==> config.mk <==
export PLATFORM = sky130hd
export DESIGN_NAME = fp_minmax_sel
export DESIGN_NICKNAME = d
export VERILOG_FILES = /design/src/rtl/fpmm_pkg.sv /design/src/rtl/fpmm_classify.sv /design/src/rtl/fpmm_numeric.sv /design/src/rtl/fpmm_policy.sv /design/src/rtl/fp_minmax_sel.sv
export SDC_FILE = /design/constraint.sdc
export NUM_CORES = 1
export LEC_CHECK = 0
export CAP_MARGIN = 15
export CORE_MARGIN = 10
export CORE_UTILIZATION = 40
export DETAILED_ROUTE_END_ITERATION = 7
export GPL_TIMING_DRIVEN = 0
export PLACE_DENSITY = 0.68
export SLEW_MARGIN = 15
export SYNTH_ARGS = -nofsm -noshare
export SYNTH_HDL_FRONTEND = slang
export SYNTH_SLANG_ARGS = --single-unit
==> constraint.sdc <==
create_clock -name clk -period 6.8 [get_ports clk]
set_input_delay 1.36 -clock clk [delete_from_list [all_inputs] [get_ports clk]]
set_output_delay 1.36 -clock clk [all_outputs]
set_load 0.03 [all_outputs]
==> src/rtl/fpmm_pkg.sv <==
package fpmm_pkg;

    typedef enum logic [2:0] {
        SEM_IEEE = 3'd0,
        SEM_JAVA = 3'd1,
        SEM_CMAC = 3'd2,
        SEM_CPP  = 3'd3,
        SEM_FORT = 3'd4
    } sem_e;

    typedef enum logic [2:0] {
        PICK_NUM = 3'd0,
        PICK_A   = 3'd1,
        PICK_B   = 3'd2,
        PICK_QA  = 3'd3,
        PICK_QB  = 3'd4
    } pick_e;

    typedef struct packed {
        logic nan;
        logic snan;
        logic zero;
        logic neg;
    } fpcls_t;

endpackage

==> src/rtl/fpmm_classify.sv <==
module fpmm_classify
    import fpmm_pkg::*;
#(
    parameter int FP_W  = 32,
    parameter int EXP_W = 8
) (
    input  logic [FP_W-1:0] x,
    output fpcls_t          cls
);
    localparam int FRAC_W = FP_W - 1 - EXP_W;
    localparam int QBIT   = FRAC_W - 1;

    logic [EXP_W-1:0]  exp_f;
    logic [FRAC_W-1:0] frac_f;

    always_comb begin
        exp_f    = x[FP_W-2 -: EXP_W];
        frac_f   = x[FRAC_W-1:0];
        cls.nan  = (&exp_f) && (|frac_f);
        cls.snan = (&exp_f) && (|frac_f) && !frac_f[QBIT];
        cls.zero = (exp_f == '0) && (frac_f == '0);
        cls.neg  = x[FP_W-1];
    end
endmodule

==> src/rtl/fpmm_numeric.sv <==
module fpmm_numeric #(
    parameter int FP_W = 32
) (
    input  logic [FP_W-1:0] a,
    input  logic [FP_W-1:0] b,
    input  logic            use_mag,
    input  logic            want_max,
    output logic            take_b
);
    // Map a non-NaN value to an unsigned key that orders like the number.
    function automatic logic [FP_W-1:0] order_key(input logic [FP_W-1:0] v);
        return v[FP_W-1] ? ~v : (v | {1'b1, {(FP_W-1){1'b0}}});
    endfunction

    logic [FP_W-2:0] mag_a, mag_b;
    logic            a_lt_b, b_lt_a, mag_tie;

    always_comb begin
        mag_a   = a[FP_W-2:0];
        mag_b   = b[FP_W-2:0];
        mag_tie = (mag_a == mag_b);
        if (use_mag && !mag_tie) begin
            a_lt_b = mag_a < mag_b;
            b_lt_a = mag_b < mag_a;
        end else begin
            a_lt_b = order_key(a) < order_key(b);
            b_lt_a = order_key(b) < order_key(a);
        end
        take_b = want_max ? a_lt_b : b_lt_a;
    end

    always_comb begin
        assert (!(a_lt_b && b_lt_a)) else $error("assert_order_consistent_R10");
    end
endmodule

==> src/rtl/fpmm_policy.sv <==
module fpmm_policy
    import fpmm_pkg::*;
(
    input  fpcls_t ca,
    input  fpcls_t cb,
    input  sem_e   sem,
    input  logic   want_max,
    output pick_e  pick,
    output logic   inv
);
    logic any_nan, any_snan, two_zero;

    always_comb begin
        any_nan  = ca.nan || cb.nan;
        any_snan = ca.snan || cb.snan;
        two_zero = ca.zero && cb.zero;
        inv      = any_snan;
        pick     = PICK_NUM;
        if (sem == SEM_IEEE) begin
            if (any_snan)             pick = ca.nan ? PICK_QA : PICK_QB;
            else if (ca.nan && cb.nan) pick = PICK_QA;
            else if (ca.nan)          pick = PICK_B;
            else if (cb.nan)          pick = PICK_A;
        end else if (any_nan) begin
            unique case (sem)
                SEM_JAVA: begin
                    if (ca.snan)      pick = PICK_QA;
                    else if (cb.snan) pick = PICK_QB;
                    else              pick = ca.nan ? PICK_A : PICK_B;
                end
                SEM_FORT: pick = cb.nan ? PICK_A : PICK_B;
                SEM_CMAC: begin pick = PICK_B; inv = 1'b1; end
                default:  begin pick = PICK_A; inv = 1'b1; end
            endcase
        end else if (two_zero) begin
            unique case (sem)
                SEM_JAVA, SEM_FORT: begin
                    if (want_max) pick = ca.neg ? PICK_B : PICK_A;
                    else          pick = ca.neg ? PICK_A : PICK_B;
                end
                SEM_CMAC: pick = PICK_B;
                default:  pick = PICK_A;
            endcase
        end
    end

    always_comb begin
        if (any_snan) assert (inv) else $error("assert_snan_flag_R4");
    end
endmodule

==> src/rtl/fp_minmax_sel.sv <==
module fp_minmax_sel
    import fpmm_pkg::*;
#(
    parameter int FP_W  = 32,
    parameter int EXP_W = 8
) (
    input  logic            clk,
    input  logic            rst_n,
    input  logic            in_valid,
    input  logic [FP_W-1:0] op_a,
    input  logic [FP_W-1:0] op_b,
    input  logic            sel_max,
    input  logic [3:0]      mode,
    output logic            out_valid,
    output logic [FP_W-1:0] result,
    output logic            invalid
);
    localparam int FRAC_W = FP_W - 1 - EXP_W;
    localparam logic [FP_W-1:0] QMASK    = {{(FP_W-FRAC_W){1'b0}}, 1'b1, {(FRAC_W-1){1'b0}}};
    localparam logic [FP_W-1:0] SIGN_CLR = {1'b0, {(FP_W-1){1'b1}}};

    typedef struct packed {
        logic            vld;
        logic [FP_W-1:0] res;
        logic            inv;
    } out_st_t;

    out_st_t         st_d, st_q;
    sem_e            sem;
    logic            abs_on, use_mag, take_b, pol_inv;
    logic [FP_W-1:0] eff [2];
    fpcls_t          cls [2];
    pick_e           pick;

    always_comb begin
        unique case (mode[2:0])
            3'd1:    sem = SEM_JAVA;
            3'd2:    sem = SEM_CMAC;
            3'd3:    sem = SEM_CPP;
            3'd4:    sem = SEM_FORT;
            default: sem = SEM_IEEE;
        endcase
        abs_on  = mode[3];
        use_mag = abs_on && (sem == SEM_IEEE);
        eff[0]  = (abs_on && sem != SEM_IEEE) ? (op_a & SIGN_CLR) : op_a;
        eff[1]  = (abs_on && sem != SEM_IEEE) ? (op_b & SIGN_CLR) : op_b;
    end

    for (genvar g = 0; g < 2; g++) begin : g_cls
        fpmm_classify #(.FP_W(FP_W), .EXP_W(EXP_W)) u_cls (
            .x   (eff[g]),
            .cls (cls[g])
        );
    end

    fpmm_numeric #(.FP_W(FP_W)) u_num (
        .a        (eff[0]),
        .b        (eff[1]),
        .use_mag  (use_mag),
        .want_max (sel_max),
        .take_b   (take_b)
    );

    fpmm_policy u_pol (
        .ca       (cls[0]),
        .cb       (cls[1]),
        .sem      (sem),
        .want_max (sel_max),
        .pick     (pick),
        .inv      (pol_inv)
    );

    always_comb begin
        st_d     = st_q;
        st_d.vld = in_valid;
        if (in_valid) begin
            st_d.inv = pol_inv;
            unique case (pick)
                PICK_A:  st_d.res = eff[0];
                PICK_B:  st_d.res = eff[1];
                PICK_QA: st_d.res = eff[0] | QMASK;
                PICK_QB: st_d.res = eff[1] | QMASK;
                default: st_d.res = take_b ? eff[1] : eff[0];
            endcase
        end
    end

    always_ff @(posedge clk) begin
        if (!rst_n) st_q <= '0;
        else        st_q <= st_d;
    end

    assign out_valid = st_q.vld;
    assign result    = st_q.res;
    assign invalid   = st_q.inv;

    assert_latency_R11: assert property (@(posedge clk) disable iff (!rst_n)
        in_valid |=> out_valid);
    assert_idle_hold_R11: assert property (@(posedge clk) disable iff (!rst_n)
        !in_valid |=> (!out_valid && $stable(result) && $stable(invalid)));
    assert_snan_invalid_R4: assert property (@(posedge clk) disable iff (!rst_n)
        (in_valid && (cls[0].snan || cls[1].snan)) |=> invalid);
    assert_cmac_nan_R7: assert property (@(posedge clk) disable iff (!rst_n)
        (in_valid && sem == SEM_CMAC && (cls[0].nan || cls[1].nan))
        |=> (invalid && result == $past(eff[1])));
    assert_cpp_zero_R9: assert property (@(posedge clk) disable iff (!rst_n)
        (in_valid && sem == SEM_CPP && cls[0].zero && cls[1].zero)
        |=> (result == $past(eff[0])));
    assert_abs_sign_R2: assert property (@(posedge clk) disable iff (!rst_n)
        (in_valid && mode[3] && sem != SEM_IEEE) |=> !result[FP_W-1]);
    assert_no_nan_quiet_R10: assert property (@(posedge clk) disable iff (!rst_n)
        (in_valid && !cls[0].nan && !cls[1].nan) |=> !invalid);
endmodule

==> metrics.md, run 1 <==
| Metric | Value |
|---|---|
| Post-synthesis register bit count | 34 |
| Switch share | 40.18% |
| Yosys cell types | 55 |
| Drt drc | 0 |
| Die height | 120.4 µm |
| Initial antenna violation count | 0 |
| Final total power | 0.0008531 W |
| Critical-path maximum fanout | 10 |
| Cell taking the most area after synthesis | ha_1 |
| Register Area | 680.7 µm² |
| Cts hold-fix bufs | 0 |
| Post-Syn Instances | 494 |
| Pwr/cell area | 160.2 mW/mm² |
| Kind of critical path | input pin to flip-flop |
| Final Setup Violations | 0 |
| CP Data Required Time | 6.97 ns |
| Area Overhead vs Synth | 32.13% |
| Hold-critical path depth | 1 |
| H-tree Lvls | 2 |
| R2R Setup Slk | 6.11 ns |
| Number of max-cap violations | 0 |
| Drt initial violations | 227 |
| Clock share of power | 19.8% |
| Hold Startpoint | invalid$_SDFFE_PN0P_ |
| Setup TNS | 0 ns |
| Worst slew margin relative to its limit | 40.04% |
| Fraction of layout cells with a size suffix above 1 | 3.802% |
| Wire length per cell | 18.83 µm |
| CTS tree | yes |
| Final Hold Violating Endpoints | 0 |
| Avg Cell Area, Syn | 8.158 µm² |
| Synth async-reset ratio | 0% |
| Total I/O pin count | 106 |
| Number of synthesized flops with an enable pin | 0 |
| I/O Buffers | 103 |
| Root Buffer | clkbuf_8 |
| Longest Clk Path Bufs | 2 |
| Most common cell after layout, fill and taps aside | clkdlybuf4s50_1 |
| GRT Overall Usage | 18.68% |
| Critical Path Sink Type | flip-flop |
| Most used DFF post-synth | dfxtp_1 |
| Pin count of the biggest net entering global routing | 12 |
| Worst r2r path cells | 2 |
| Max Freq | 0.1580 GHz |
| Die ar. | 0.01449 mm² |
| Sequential share of power | 26.6% |
| Utilization after layout | 54.48% |
| Starting Density | 41.23% |
| Status | completed |
| Cell area after synthesis | 0.004030 mm² |
| Fin crit share | 93.10% |
| Worst slew pin tran | 0.8994 ns |
| Leakage | 2.211 nW |
| Post-synth top area share | 19.56% |
| Layout fillers | 944 |
| Core area | 0.009774 mm² |
| RSZ-0062 raised after global routing | false |
| Post-synthesis sequential area ratio | 16.89% |
| Die width | 120.4 µm |
| Area of the multi-input gates | 0.003115 mm² |
| Clk slew on worst S/H paths | 0.08 ns |
| Hpwl dp | 11400 µm |
| Worst Hold Path EP | invalid$_SDFFE_PN0P_ |
| CTS Buf Count | 5 |
| Top post-synthesis cells by area | ha_1 20%, dfxtp_1 17%, xnor2_1 13%, mux2i_1 7.5%, a21oi_1 5.6% |
| Fin nets | 739 |
| Later-pin clock latency in the skew report | 0.29 ns |
| R2r endpoint | result[22]$_SDFFE_PN0P_ |
| Hold Crit Class | flip-flop to flip-flop |
| First-pass DRT Iterations | 4 |
| Post-route minimum period | 6.331 ns |
| Routed vias/inst | 5.659 |
| Syn nets | 629 |
| GRT overflow | 0 |
| NetSw | 0.0003427 W |
| Logic pwr share | 53.5% |
| VDD IR max | 0.00008952 V |
| WL final | 13900 µm |
| Global placer's final weighted congestion | 0.9142 |
| Most frequent cells in the layout | 103 x clkdlybuf4s50_1, 63 x ha_1, 61 x xnor2_1 |
| Cell Rows | 36 |
| Worst Path Arrival | 6.50 ns |
| Pint | 0.0005104 W |
| Synth warn | 0 |
| Ant. Diodes | 0 |
| Via count | 4176 |
| RR Startpoint | result[22]$_SDFFE_PN0P_ |
| Layout Skew | 0 ns |
| Antenna viol nets, final | 0 |
| First-pass GRT wire length | 22490 µm |
| Setup crit start kind | input pin |
| Sink Count | 34 |
| Final Max Tran Viols | 0 |
| Vias in the first global route | 4451 |
[per-layer routing]
layer	GRT usage [%]	part of all wire, %
met5	0	0
met4	5.958	2.4
met3	4.002	7.2
met2	31.46	46
met1	23.17	44
[power by group through the flow]
stage / Clock, W / Sequential, W / Combinational, W
after global placement: 0 / 0.000231 / 0.000439
after CTS: 0.000171 / 0.000227 / 0.000455
after global routing: 0.000179 / 0.000229 / 0.000499
final: 0.000169 / 0.000227 / 0.000457
after floorplan: 0 / 0.000266 / 0.000252
after detailed placement: 0 / 0.000232 / 0.000452
[through the flow]
step | hold slack [ns] | setup slack, ns | cell area (µm²) | cells
floorplan | 0.6438 | 1.522 | 4030 | 494
global placement | 0.4770 | 0.06338 | 5228 | 730
detailed placement | 0.4765 | 0.08964 | 5228 | 730
CTS | 0.4954 | 0.3797 | 5323 | 738
global route | 0.5096 | 0.08534 | 5325 | 738
finish | 0.4872 | 0.4691 | 5325 | 738
[state kept, by name, summed over array words and instances, names as in the netlist]
| register | flops |
|---|---|
| result | 32 |
| invalid | 1 |
| out_valid | 1 |
[cells by family (layout without fill, tap and decap cells)]
family | after synthesis | count (layout) | share of synthesized area, %
AOI/OAI and AO/OA | 140 | 140 | 21.95
xor gates and xnor gates | 63 | 63 | 13.69
adders and majority gates | 63 | 63 | 19.56
buffers and inverters | 56 | 167 | 5.806
DFF | 34 | 34 | 16.89
muxes | 31 | 31 | 7.793
and+or+nand+nor | 107 | 107 | 14.31
[critical path, cell delays in order]
cell	delay, ns
clkdlybuf4s50_1	0.53
nor3_1	0.44
or2_1	0.22
o21a_1	0.12
clkbuf_1	0.34
buf_1	0.56
xnor2_1	0.13
ha_1	0.33
nand4_1	0.14
nor3_1	0.44
nand2_1	0.12
a31oi_1	0.22
nor2_1	0.09
and3b_2	0.24
o41ai_4	0.61
buf_6	0.26
mux2i_1	0.25
a21oi_1	0.09
[Yosys cell counts, types with 3 or more instances]
master    count
o21ai_0      43
nand2b_1      4
buf_1         5
inv_1        33
a211oi_1      3
buf_6         3
ha_1         63
a21o_1        9
a31oi_1       4
clkbuf_1     14
a21oi_1      45
o211ai_1      6
nand4_1      16
nor4_1       18
and2_1        3
mux2i_1      30
nor2_1       15
xnor2_1      61
dfxtp_1      34
nand3_1       3
nor3_1       10
o21a_1        6
nand2_1      25
a221oi_1      3
[final cells by class]
class | instances | share of cell area (%)
Multi-Input combinational cell | 404 | 58.51
Timing Repair Buffer | 103 | 19.36
Sequential cell | 34 | 12.78
Tap cell | 133 | 3.125
Inverter | 33 | 2.326
Buffer | 23 | 2.115
Clock buffer | 6 | 1.551
Clock inverter | 2 | 0.2350
[worst max path at each step]
| stage | startpoint | end | slack (ns) | depth (start not counted) |
|---|---|---|---|---|
| after floorplan | mode[1] | result[10]$_SDFFE_PN0P_ | 1.52 | 18 |
| after global placement | mode[2] | result[14]$_SDFFE_PN0P_ | 0.06 | 18 |
| after detailed placement | mode[2] | result[14]$_SDFFE_PN0P_ | 0.09 | 18 |
| after CTS | mode[2] | result[14]$_SDFFE_PN0P_ | 0.38 | 18 |
| after global routing | mode[2] | result[15]$_SDFFE_PN0P_ | 0.09 | 18 |
| final | mode[2] | result[15]$_SDFFE_PN0P_ | 0.47 | 18 |
[repair_timing]
item | in CTS | in global routing
resized for setup | 0 | 2
endpoints found under the setup margin | 0 | 21
buffers inserted | 0 | 0
No activity file was read; power rests on OpenSTA's default activity.
==> inputs of run 2 (changes only) <==
SKIP_LAST_GASP = 1   (was unset)
==> results of run 2 <==
No change in the layout: final DEF, timing and power equal those of run 1.
==> inputs of run 3 (changes only) <==
HOLD_SLACK_MARGIN = 0.06   (was unset)
RECOVER_POWER = 100   (was unset)
==> metrics.md, run 3 (same netlist as run 1, synthesis figures left out) <==
| Metric | Value |
|---|---|
| Leakage | 2.279 nW (+3.1%) |
| Fraction of layout cells with a size suffix above 1 | 3.471% (-0.33 points) |
| Ant. Diodes | 0 (unchanged) |
| First-pass DRT Iterations | 5 (+1) |
| Routed vias/inst | 5.676 (+0.31%) |
| Hpwl dp | 11400 µm (unchanged) |
| Later-pin clock latency in the skew report | 0.29 ns (about the same) |
| RSZ-0062 raised after global routing | false |
| H-tree Lvls | 2 (unchanged) |
| Initial antenna violation count | 0 (unchanged) |
| Longest Clk Path Bufs | 2 (unchanged) |
| Layout fillers | 946 (+0.21%) |
| Cell Rows | 36 (unchanged) |
| Worst Path Buf+Inv | 4 (unchanged) |
| Area of the multi-input gates | 0.003114 mm² (about the same) |
| Fin area | 0.005323 mm² (about the same) |
| Pwr/cell area | 158.9 mW/mm² (-0.82%) |
| Worst Path Arrival | 6.49 ns (about the same) |
| Critical path's slowest cell | o41ai_4 |
| Antenna viol nets, final | 0 (unchanged) |
| Core area | 0.009774 mm² (unchanged) |
| CP cell instances | clkdlybuf4s50_1 -> nor3_1 -> or2_1 -> o21a_1 -> clkbuf_1 -> clkbuf_1 -> xnor2_1 -> ha_1 -> nand4_1 -> nor3_1 -> nand2_1 -> a31oi_1 -> nor2_1 -> and3b_1 -> o41ai_4 -> buf_6 -> mux2i_1 -> a21oi_1 |
| Vias in the first global route | 4451 (unchanged) |
| CTS Buf Count | 5 (unchanged) |
| Fin nets | 739 (unchanged) |
| First-pass GRT wire length | 22490 µm (unchanged) |
| Drt initial violations | 238 (+4.8%) |
| RR Startpoint | result[31]$_SDFFE_PN0P_ |
| Worst slew pin tran | 0.8961 ns (-0.003334 ns) |
| Final Setup Violations | 0 (unchanged) |
| Via count | 4189 (+0.31%) |
| Placed cell area | 0.005228 mm² (unchanged) |
| Hold Crit Class | flip-flop to flip-flop |
| VDD IR max | 0.00008928 V (-0.27%) |
| Die ar. | 0.01449 mm² (unchanged) |
| Number of max-cap violations | 0 (unchanged) |
| Global placer's final weighted congestion | 0.9142 (unchanged) |
| Root Buffer | clkbuf_8 |
| CP Data Required Time | 6.97 ns (about the same) |
| Area Overhead vs Synth | 32.07% (about the same) |
| Crit path max-delay family | buffers and inverters |
| Max reg flops | 32 (unchanged) |
| Status | completed |
| WL final | 13910 µm (+0.12%) |
| Fin crit share | 92.97% (-0.13 points) |
| Register Area | 680.7 µm² (unchanged) |
| Cells after DPL | 730 (unchanged) |
| Worst slew margin relative to its limit | 40.26% (+0.22 points) |
| Hold Startpoint | invalid$_SDFFE_PN0P_ |
| Setup crit start kind | input pin |
| Most frequent cells in the layout | 68 x clkdlybuf4s50_1, 63 x ha_1, 61 x xnor2_1 |
| Pin count of the biggest net entering global routing | 12 (unchanged) |
| Starting Density | 41.23% (unchanged) |
| Wire length per cell | 18.85 µm (+0.12%) |
| R2R Setup Slk | 6.11 ns (about the same) |
| CTS tree | yes |
| Crit-path max cell delay | 0.62 ns (about the same) |
| Clk slew on worst S/H paths | 0.08 ns (about the same) |
| Setup TNS | 0 ns (unchanged) |
| GRT Overall Usage | 18.68% (unchanged) |
| Die width | 120.4 µm (unchanged) |
| Final Max Tran Viols | 0 (unchanged) |
| Critical-path maximum fanout | 10 (unchanged) |
| I/O Buffers | 103 (unchanged) |
| Crit. Startpoint | mode[2] |
| Post-route minimum period | 6.322 ns (-0.008673 ns) |
| Critical Path Sink Type | flip-flop |
| Layout Skew | 0 ns (unchanged) |
| Most common cell after layout, fill and taps aside | clkdlybuf4s50_1 |
| Final total power | 0.0008458 W (-0.86%) |
| Final Hold Violating Endpoints | 0 (unchanged) |
| Max Freq | 0.1582 GHz (+0.14%) |
| Die height | 120.4 µm (unchanged) |
| Sink Count | 34 (unchanged) |
| Non-Filler Instances | 738 (unchanged) |
| Kind of critical path | input pin to flip-flop |
| GRT overflow | 0 (unchanged) |
| Total I/O pin count | 106 (unchanged) |
| Drt drc | 0 (unchanged) |
==> run 3: layer usage <==
metal / vias up / share of wire [%] / track usage, %
met3: 26 / 7.0 / 4.002
li1: 2047 / - / -
met1: 1962 / 44 / 23.17
met2: 154 / 46 / 31.46
met5: - / 0 / 0
met4: 0 / 2.5 / 5.958
==> run 3: worst paths after layout <==
check / end / cells after the start
worst max-delay path: result[15]$_SDFFE_PN0P_ / 18
worst min-delay path: invalid$_SDFFE_PN0P_ / 1
worst max register to register: result[31]$_SDFFE_PN0P_ / 2
worst min register to register: invalid$_SDFFE_PN0P_ / 1
==> run 3: layout make-up <==
class,count,area share [%]
multi-input cells,404,58.51
inverters,33,2.327
clock buffers,6,1.551
clock inverters,2,0.2351
plain buffers,23,2.092
repair buffers,103,19.37
flip-flops and latches,34,12.79
well taps,133,3.126
==> run 3: power breakdown <==
part / internal [W] / switching [W]
registers: 0.000217 / 0.00000908
logic: 0.000204 / 0.000245
clock network: 0.0000816 / 0.0000880
==> run 3: per-stage QoR <==
step | util, % | hold slack, ns | worst slack (ns)
after floorplan | - | 0.6438 | 1.522
after global placement | 53.48 | 0.4770 | 0.06338
after detailed placement | 53.48 | 0.4765 | 0.08964
after CTS | 54.45 | 0.4954 | 0.3797
after global routing | 54.45 | 0.5043 | 0.08698
final | 54.45 | 0.4821 | 0.4777
==> run 3: repair_timing <==
| action | 4_1_cts | 5_1_grt |
|---|---|---|
| hold buffers | 0 | 0 |
| setup buffers | 0 | 0 |
| setup endpoints to repair | 0 | 21 |
| resized for setup | 0 | 2 |
